**src/rtl/line_crc_pkg.sv**
```systemverilog
package line_crc_pkg;

  typedef enum logic [2:0] {
    LS_IDLE,
    LS_ACTIVE,
    LS_NUM0,
    LS_NUM1,
    LS_CHK0,
    LS_CHK1
  } line_pos_e;

  // Per-word controls shared by both lanes
  typedef struct packed {
    logic feed;     // word enters the CRC
    logic first;    // CRC preset to zero before this word
    logic chk0;     // first CRC word slot
    logic chk1;     // second CRC word slot
    logic missing;  // line restarted without an end code
  } lane_ctl_t;

endpackage

```
**src/rtl/trs_finder.sv**
```systemverilog
module trs_finder #(
  parameter int WORD_W  = 10,
  parameter int FLAG_BIT = 6
) (
  input  logic              clk,
  input  logic              rst_n,
  input  logic              take,
  input  logic [WORD_W-1:0] word,
  output logic              is_code,
  output logic              is_end
);
  localparam logic [WORD_W-1:0] ONES  = '1;
  localparam logic [WORD_W-1:0] ZEROS = '0;

  logic [WORD_W-1:0] hist_q [3];

  always_ff @(posedge clk or negedge rst_n) begin
    if (!rst_n) begin
      for (int i = 0; i < 3; i++) hist_q[i] <= '0;
    end else if (take) begin
      hist_q[2] <= hist_q[1];
      hist_q[1] <= hist_q[0];
      hist_q[0] <= word;
    end
  end

  assign is_code = take && hist_q[2] == ONES && hist_q[1] == ZEROS && hist_q[0] == ZEROS;
  assign is_end  = word[FLAG_BIT];
endmodule

```
**src/rtl/line_tracker.sv**
```systemverilog
module line_tracker
  import line_crc_pkg::*;
(
  input  logic      clk,
  input  logic      rst_n,
  input  logic      enable,
  input  logic      take,
  input  logic      is_code,
  input  logic      is_end,
  output lane_ctl_t ctl
);
  line_pos_e pos_q, pos_d;
  logic      first_q, first_d;

  always_comb begin
    ctl     = '0;
    pos_d   = pos_q;
    first_d = first_q;
    if (!enable) begin
      pos_d   = LS_IDLE;
      first_d = 1'b0;
    end else if (take) begin
      unique case (pos_q)
        LS_IDLE: begin
          if (is_code && !is_end) begin
            pos_d   = LS_ACTIVE;
            first_d = 1'b1;
          end
        end
        LS_ACTIVE: begin
          if (is_code && !is_end) begin
            ctl.missing = 1'b1;
            first_d     = 1'b1;
          end else begin
            ctl.feed  = 1'b1;
            ctl.first = first_q;
            first_d   = 1'b0;
            if (is_code) pos_d = LS_NUM0;
          end
        end
        LS_NUM0: begin ctl.feed = 1'b1; pos_d = LS_NUM1; end
        LS_NUM1: begin ctl.feed = 1'b1; pos_d = LS_CHK0; end
        LS_CHK0: begin ctl.chk0 = 1'b1; pos_d = LS_CHK1; end
        LS_CHK1: begin ctl.chk1 = 1'b1; pos_d = LS_IDLE; end
        default: pos_d = LS_IDLE;
      endcase
    end
  end

  always_ff @(posedge clk or negedge rst_n) begin
    if (!rst_n) begin
      pos_q   <= LS_IDLE;
      first_q <= 1'b0;
    end else begin
      pos_q   <= pos_d;
      first_q <= first_d;
    end
  end
endmodule

```
**src/rtl/crc_lane.sv**
```systemverilog
module crc_lane
  import line_crc_pkg::*;
#(
  parameter int              WORD_W = 10,
  parameter int              CRC_W  = 18,
  parameter logic [CRC_W-1:0] POLY  = 18'h00031
) (
  input  logic              clk,
  input  logic              rst_n,
  input  logic              enable,
  input  lane_ctl_t         ctl,
  input  logic [WORD_W-1:0] word,
  input  logic              clr,
  output logic              err
);
  localparam int HALF_W = CRC_W / 2;

  logic [CRC_W-1:0]  crc_q;
  logic [HALF_W-1:0] low_q;
  logic              low_ok_q;
  logic              word_ok;
  logic              hit;

  function automatic logic [CRC_W-1:0] advance(input logic [CRC_W-1:0] seed,
                                               input logic [WORD_W-1:0] w);
    logic [CRC_W-1:0] r;
    logic             fb;
    r = seed;
    for (int i = 0; i < WORD_W; i++) begin
      fb = r[CRC_W-1] ^ w[i];
      r  = {r[CRC_W-2:0], 1'b0};
      if (fb) r = r ^ POLY;
    end
    return r;
  endfunction

  assign word_ok = word[WORD_W-1] ^ word[HALF_W-1];
  assign hit = ctl.missing ||
               (ctl.chk1 && (!low_ok_q || !word_ok ||
                             {word[HALF_W-1:0], low_q} != crc_q));

  always_ff @(posedge clk or negedge rst_n) begin
    if (!rst_n) begin
      crc_q    <= '0;
      low_q    <= '0;
      low_ok_q <= 1'b0;
      err      <= 1'b0;
    end else begin
      if (ctl.feed) crc_q <= advance(ctl.first ? '0 : crc_q, word);
      if (ctl.chk0) begin
        low_q    <= word[HALF_W-1:0];
        low_ok_q <= word_ok;
      end
      if (!enable)  err <= 1'b0;
      else if (hit) err <= 1'b1;
      else if (clr) err <= 1'b0;
    end
  end
endmodule

```
**src/rtl/line_crc_monitor.sv**
```systemverilog
module line_crc_monitor
  import line_crc_pkg::*;
#(
  parameter int WORD_W = 10,
  parameter int CRC_W  = 18
) (
  input  logic              clk,
  input  logic              rst_n,
  input  logic              in_valid,
  output logic              in_ready,
  input  logic [WORD_W-1:0] y_word,
  input  logic [WORD_W-1:0] c_word,
  input  logic              hd_mode,
  input  logic              clr_err,
  output logic              y_crc_err,
  output logic              c_crc_err
);
  localparam int LANES = 2;

  logic              is_code, is_end;
  lane_ctl_t         ctl;
  logic [WORD_W-1:0] lane_word [LANES];
  logic [LANES-1:0]  lane_err;

  assign in_ready     = 1'b1;
  assign lane_word[0] = y_word;
  assign lane_word[1] = c_word;

  trs_finder #(.WORD_W(WORD_W)) u_find (
    .clk, .rst_n, .take(in_valid), .word(y_word),
    .is_code, .is_end
  );

  line_tracker u_track (
    .clk, .rst_n, .enable(hd_mode), .take(in_valid),
    .is_code, .is_end, .ctl
  );

  for (genvar g = 0; g < LANES; g++) begin : g_lane
    crc_lane #(.WORD_W(WORD_W), .CRC_W(CRC_W)) u_lane (
      .clk, .rst_n, .enable(hd_mode), .ctl,
      .word(lane_word[g]), .clr(clr_err), .err(lane_err[g])
    );
  end

  assign y_crc_err = lane_err[0];
  assign c_crc_err = lane_err[1];
endmodule

```
**config.mk**
```make
export PLATFORM = sky130hd
export DESIGN_NAME = line_crc_monitor
export DESIGN_NICKNAME = d
export VERILOG_FILES = /design/src/rtl/line_crc_pkg.sv /design/src/rtl/trs_finder.sv /design/src/rtl/line_tracker.sv /design/src/rtl/crc_lane.sv /design/src/rtl/line_crc_monitor.sv
export SDC_FILE = /design/constraint.sdc
export NUM_CORES = 1
export LEC_CHECK = 0
export BUFFER_PORTS_ARGS = -buffer_cell sky130_fd_sc_hd__buf_2
export CAP_MARGIN = 20
export CELL_PAD_IN_SITES_DETAIL_PLACEMENT = 2
export CELL_PAD_IN_SITES_GLOBAL_PLACEMENT = 2
export CORE_ASPECT_RATIO = 1.4
export CORE_MARGIN = 2
export CORE_UTILIZATION = 30
export CTS_BUF_LIST = sky130_fd_sc_hd__clkbuf_4
export DETAILED_ROUTE_END_ITERATION = 8
export PLACE_DENSITY = 0.6
export SLEW_MARGIN = 20
export SYNTH_ARGS = -nofsm -noshare
export SYNTH_HDL_FRONTEND = slang
export SYNTH_SLANG_ARGS = --single-unit
```
**constraint.sdc**
```tcl
create_clock -name clk -period 2.8 [get_ports clk]
set_clock_uncertainty 0.15 [all_clocks]
set_input_delay 0.14 -clock clk [delete_from_list [all_inputs] [get_ports clk]]
set_output_delay 0.14 -clock clk [all_outputs]
set_load 0.005 [all_outputs]
```
# --- Word level (Yosys, flattened, before mapping) ---
# Cells that the tools add are included.
op_classes:
  mux: 64
  reduce_logical: 23
  n_eq_ne: 15
  bitwise_logic: 42
ops:
  columns: ["cell", "n"]
  rows:
  - ["$mux 18", 20]
  - ["$mux 6", 20]
  - ["$not 3->3", 20]
  - ["$ne 18x18->1", 2]
  - ["$xor 1x1->1", 22]
  - ["$logic_not 10->1", 2]
  - ["$mux 3", 5]
  - ["$pmux 3 s5", 1]
  - ["$mux 1", 13]
  - ["$eq 10x10->1 const B", 1]
  - ["$mux 5", 2]
  - ["$ne 3x1->1 const B", 3]
  - ["$eq 3x2->1 const B", 2]
  - ["$eq 3x3->1 const B", 2]
  - ["$logic_and 1x1->1", 6]
  - ["$logic_or 1x1->1", 6]
  - ["$ne 3x2->1 const B", 2]
  - ["$logic_not 1->1", 5]
  - ["$pmux 1 s2", 2]
  - ["$reduce_and 4->1", 1]
  - ["$eq 3x1->1 const B", 1]
  - ["$logic_not 3->1", 1]
  - ["$ne 3x3->1 const B", 1]
  - ["$reduce_and 3->1", 1]
  - ["other kinds (3)", 3]
word_totals:
  word_cells: 157
  ff_bits: 92
  out_inout_bits: 3

# --- Logic depth before layout (Yosys ltp) ---
depth:
  depth_word: 39
  depth_mapped: 11
  mapped_depth_nobuf: 7

# --- Modules after synthesis ---
# From an unflattened synthesis, not the netlist that was laid out.
hier_totals:
  cells_unflattened: 472
  hier_area_um2: 5378.9
by_module_without_submodules:
  columns: ["module", "seq_area_each_um2", "n_inst", "cells_each", "area_per_inst_um2"]
  rows:
  - ["crc_lane", 725.7, 2, 179, 1920.6]
  - ["trs_finder", 750.7, 1, 75, 1202.4]
  - ["line_tracker", 100.1, 1, 37, 324.1]
  - ["line_crc_monitor", 0.0, 1, 2, 11.3]

# --- Worst setup path before layout ---
# Ideal clock, no wire load.
synth_timing:
  kind: "register -> register"
  from: "reg u_find.hist_q[14] in the netlist's numbering"
  to: "reg g_lane[1].u_lane.crc_q[7]"
  period_less_slack_ns: 2.442
  setup_ns: 0.125
  path_buffers: 1
  arrival_time_ns: 2.167
  path_slack_ns: 0.358
  path_stages_with_launch: 8
  cell_sequence: "dfrtp_1 nor4_2 nand4_2 buf_2 o32a_1 and4_1 xnor3_1 mux2_2"
synth_via:
  elab_chain_len: 27
synth_rtl:
  columns: ["item", "line", "rtl"]
  rows:
  - ["start, declared", "trs_finder.sv:15", "logic [WORD_W-1:0] hist_q [3];"]
  - ["$logic_not 10->1 (*)", "trs_finder.sv:27", "assign is_code = take && hist_q[2] == ONES && hist_q[1] == ZEROS && hist_q[0] == ZEROS;"]
  - ["$logic_and 1x1->1 (*) (2 in series)", "trs_finder.sv:27", null]
  - ["$logic_and 1x1->1 (*)", "line_tracker.sv:31", "if (is_code && !is_end) begin"]
  - ["$mux 2 (*)", "line_tracker.sv:31", null]
  - ["$mux 1", "line_tracker.sv:23", "unique case (pos_q)"]
  - ["$mux 5 (*)", "line_tracker.sv:22", "end else if (take) begin"]
  - ["$mux 5 (*)", "line_tracker.sv:19", "if (!enable) begin"]
  - ["$mux 18 (3 in series)", "crc_lane.sv:49", "if (ctl.feed) crc_q <= advance(ctl.first ? '0 : crc_q, word);"]
  - ["[... 7 more ...]", null, null]
  - ["$mux 6", "crc_lane.sv:32", "if (fb) r = r ^ POLY;"]
  - ["$mux 18", "crc_lane.sv:49", null]
  - ["$not 3->3 (no source line)", null, null]
  - ["$mux 6", "crc_lane.sv:32", null]
  - ["$mux 18", "crc_lane.sv:49", null]
  - ["$not 3->3 (no source line)", null, null]
  - ["$mux 6", "crc_lane.sv:32", null]
  - ["$mux 18 (2 in series)", "crc_lane.sv:49", null]
  - ["end signal, assigned", "crc_lane.sv:49", null]
  - ["end, declared", "crc_lane.sv:18", "logic [CRC_W-1:0] crc_q;"]
# Mark *: on every way between the ends. The rest lies on a longest branch, timed or not. The select of a mux whose other input is x is not followed.
# A chain may end at the register's enable or synchronous reset.

# --- Worst setup path after layout ---
layout_timing:
  from: "reg u_find.hist_q[22] in the netlist's numbering"
  to: "reg g_lane[0].u_lane.crc_q[5]"
layout_via:
  elab_chain_len: 26
layout_rtl:
  columns: ["item", "line"]
  rows:
  - ["$logic_not 10->1 (*)", "trs_finder.sv:27"]
  - ["$logic_and 1x1->1 (*)", "trs_finder.sv:27"]
  - ["$logic_and 1x1->1 (*)", "line_tracker.sv:31"]
  - ["$mux 2 (*)", "line_tracker.sv:31"]
  - ["$mux 1", "line_tracker.sv:23"]
  - ["$mux 5 (*)", "line_tracker.sv:22"]
  - ["$mux 5 (*)", "line_tracker.sv:19"]
  - ["$mux 18 (5 in series)", "crc_lane.sv:49"]
  - ["[... 6 more ...]", null]
  - ["$mux 18", "crc_lane.sv:49"]
  - ["$mux 6", "crc_lane.sv:32"]
  - ["$mux 18", "crc_lane.sv:49"]
  - ["$not 3->3 (no source line)", null]
  - ["$mux 6", "crc_lane.sv:32"]
  - ["$mux 18", "crc_lane.sv:49"]
  - ["$not 3->3 (no source line)", null]
  - ["$mux 6", "crc_lane.sv:32"]
  - ["end signal, assigned", "crc_lane.sv:49"]
  - ["end, declared", "crc_lane.sv:18"]
# Marked as above.

==> reports/metrics.csv <==
metric;value;unit
Area Growth Syn to Fin;19.3;%
worst vdd ir;317;uV
Power Total;3590;uW
FILL cells;1842;
Num CTS Buffers;9;
layout net count;570;
pwr/cell area;583;nW/um^2
MaxCap Viol Count;0;
RR Startpoint;u_find.hist_q[22];
Detail Route Antenna Nets;0;
Worst EP required;3020;ps
Yosys reg bits;92;
Sw Pwr;1230;uW
cell-internal power;2360;uW
Setup CP Type;flip-flop to flip-flop;
port bufs;26;
Hold WC Path Type;primary input to asynchronous set/reset pin;
worst slew pin tran;743;ps
CTS tree;yes;
number of flops mapped to enable cells by yosys;0;
worst hold slack;83.2;ps
FF+latch area;2300;sq um
non-filler instance count after layout;754;
DR vias;3824;
part of the cycle the worst path needs;97.7;%
Initial Util;30.7;%
wl on met1;6190;um
number of hold violations in the final report;0;
Logic pwr share;28.6;%
Ys Warns;0;
die height;159;um
clock latency on the worst-skew pair;500;ps
worst-path fanout max;6;
most frequent cells in the layout;dfrtp_1 (92), nand2_1 (75), xnor2_1 (61);
Sw Ratio;34.3;%
synth unique cells;50;
Worst Setup Start Kind;flip-flop;
footprint of the multi-input gates;2730;sq um
post-DR vias/cell;5.07;
Sink Count;92;
I/O Pins;28;
Core Box Area;16800;sq um
HPWL Detailed;11000;um
initial DRC count;105;
largest net degree at the start of global routing;54;
Residual DRC;0;
H-tree levels;3;
Peak Freq;365;MHz
Die Area;18300;sq um
total wire length;15100;um
Final Max Tran Viols;0;
Placed Instances;705;
highest metal used;met4;
crit end category;flip-flop;
DR WL met2;8480;um
RSZ-0062 raised after global routing;true;
Finished Cell Area;6170;sq um
Placed Area;5610;sq um
clock-pin slew on the worst setup and hold paths;190;ps
max_slew headroom;50.5;%
Final min period;2740;ps
status;complete, no violations;
setup violators final;0;
wire length per cell;20.0;um
syn avg cell area;10.5;sq um
root buffer cell;clkbuf_4;
sequential share of power;47.7;%
Pre-antenna DRT Iters;6;
CP Data Arrival Time;2960;ps
GP Congestion;0.761;
commonest non-fill, non-tap cell in the layout;dfrtp_1;
vias in the first global route;4302;
crit path launch;u_find.hist_q[22];
grt ovf;0;
Syn Inst Count;493;
cell area after synthesis;5170;sq um
register area share after synthesis;44.5;%
Clk network pwr share;23.7;%
Max Root-Sink Buffers;2;
initial antenna violation count;1;
metal3 WL;190;um
Post-Place Setup Slack;115;ps
Die X;115;um
LEAKAGE;0.00274;uW
fraction of registers with async set/reset;100;%
global-route wire length before repair;24000;um
GRT Total Usage;17.4;%
site row count;56;
Final WS setup;63.1;ps
Post-Syn Nets;518;
layout cells sized above 1;25.6;%
prevailing post-synth register cell;dfrtp_1;
-- logic make-up (layout without fill, tap and decap cells) --
| logic type | Yosys count | after routing | share of synthesized area (%) |
|---|---|---|---|
| AO/OA/AOI/OAI | 64 | 64 | 7.99 |
| XOR/XNOR | 103 | 103 | 19.6 |
| buffers and inverters | 47 | 104 | 4.09 |
| flip-flops | 92 | 92 | 44.5 |
| multiplexers | 46 | 46 | 10.0 |
| other | 1 | 2 | 0.0725 |
| AND/OR/NAND/NOR | 140 | 140 | 13.7 |
-- metrics by stage --
| stage | TNS, ps | util [%] |
|---|---|---|
| after floorplan | 0 | - |
| after global placement | 0 | 33.4 |
| after detailed placement | 0 | 33.4 |
| after CTS | 0 | 35.8 |
| after global routing | -81.9 | 36.7 |
| final | 0 | 36.7 |
-- sequential cells by signal, summed over array words and instances, names as in the netlist --
register	cells
g_lane.u_lane.crc_q	36
g_lane.u_lane.err	2
g_lane.u_lane.low_ok_q	2
g_lane.u_lane.low_q	18
u_find.hist_q	30
u_track.first_q	1
u_track.pos_q	3
-- critical path: stages, from the launching register on --
cell and delay, ps:
dfrtp_1 440, nor4b_2 320, nand4_1 250, o31ai_4 360, buf_6 150, clkbuf_16 140
nand2_1 80, xnor2_2 160, xnor3_1 320, mux2_2 270
-- synth_stat cells (2+ instances only) --
master	n	area (sq um)
dfrtp_1	92	2300
nand4_1	10	62.6
nand2_1	76	285
buf_4	5	37.5
buf_1	3	11.3
o21a_1	2	15.0
o211ai_1	2	15.0
o211a_1	2	20.0
a31oi_1	3	18.8
mux2_2	46	518
o32ai_1	2	17.5
nor4_2	3	37.5
o31a_1	2	17.5
inv_1	6	22.5
o32a_1	2	20.0
xnor2_2	5	81.3
a32oi_1	2	17.5
a21oi_1	5	25.0
nor2b_1	6	37.5
xor3_1	2	47.6
and3_1	5	31.3
and4_1	2	17.5
xnor3_1	3	67.6
nor2_1	3	11.3
xnor2_1	62	543
o21ai_0	24	120
xor2_1	31	272
o21ai_1	10	50.1
nor4b_2	2	30.0
nand3_1	15	75.1
nor4_1	4	25.0
clkbuf_1	25	93.8
nor3_1	7	35.0
and4b_1	2	20.0
buf_2	7	35.0
-- layout make-up --
class | instances | area share (%)
clock buffer | 9 | 1.10
inverter | 6 | 0.365
timing repair buffer | 82 | 11.3
tap | 203 | 4.12
clock inverter | 7 | 1.44
antenna | 1 | 0.0406
multi-input combinational | 354 | 44.3
sequential | 92 | 37.3
-- power by group through the flow --
stage                     Combinational [uW]  Clock (uW)  Sequential, uW
after global routing                    1150         941            1750
final                                   1030         853            1710
after CTS                               1020         887            1710
after detailed placement                 980           0            1740
after global placement                   956           0            1730
after floorplan                          770           0            1630
-- path summary, 6_finish.rpt --
kind / endpoint / slack (ps) / cells past startpoint
max: g_lane[0].u_lane.crc_q[5] / 60 / 9
min: g_lane[1].u_lane.crc_q[7] / 80 / 2
max reg2reg: g_lane[0].u_lane.crc_q[5] / 60 / 9
min reg2reg: g_lane[0].u_lane.low_ok_q / 370 / 2
max in group asynchronous: g_lane[1].u_lane.crc_q[1] / 1610 / 3
min in group clk: g_lane[1].u_lane.err / 330 / 3
-- timing repair --
| item | CTS | global route |
|---|---|---|
| gates resized for setup | 0 | 13 |
| setup endpoints to repair | 1 | 9 |
| hold buffers | 26 | 0 |
| endpoints found under the hold margin | 92 | 0 |
| setup buffers | 0 | 5 |
| gates cloned | 0 | 1 |
| pin swaps | 1 | 8 |
-- per-layer routing --
layer	global-route usage, %	vias up
met5	0	-
met4	5.91	0
li1	-	1774
met3	1.71	11
met2	32.4	28
met1	20.3	2011
No activity file was read; power rests on OpenSTA's default activity.
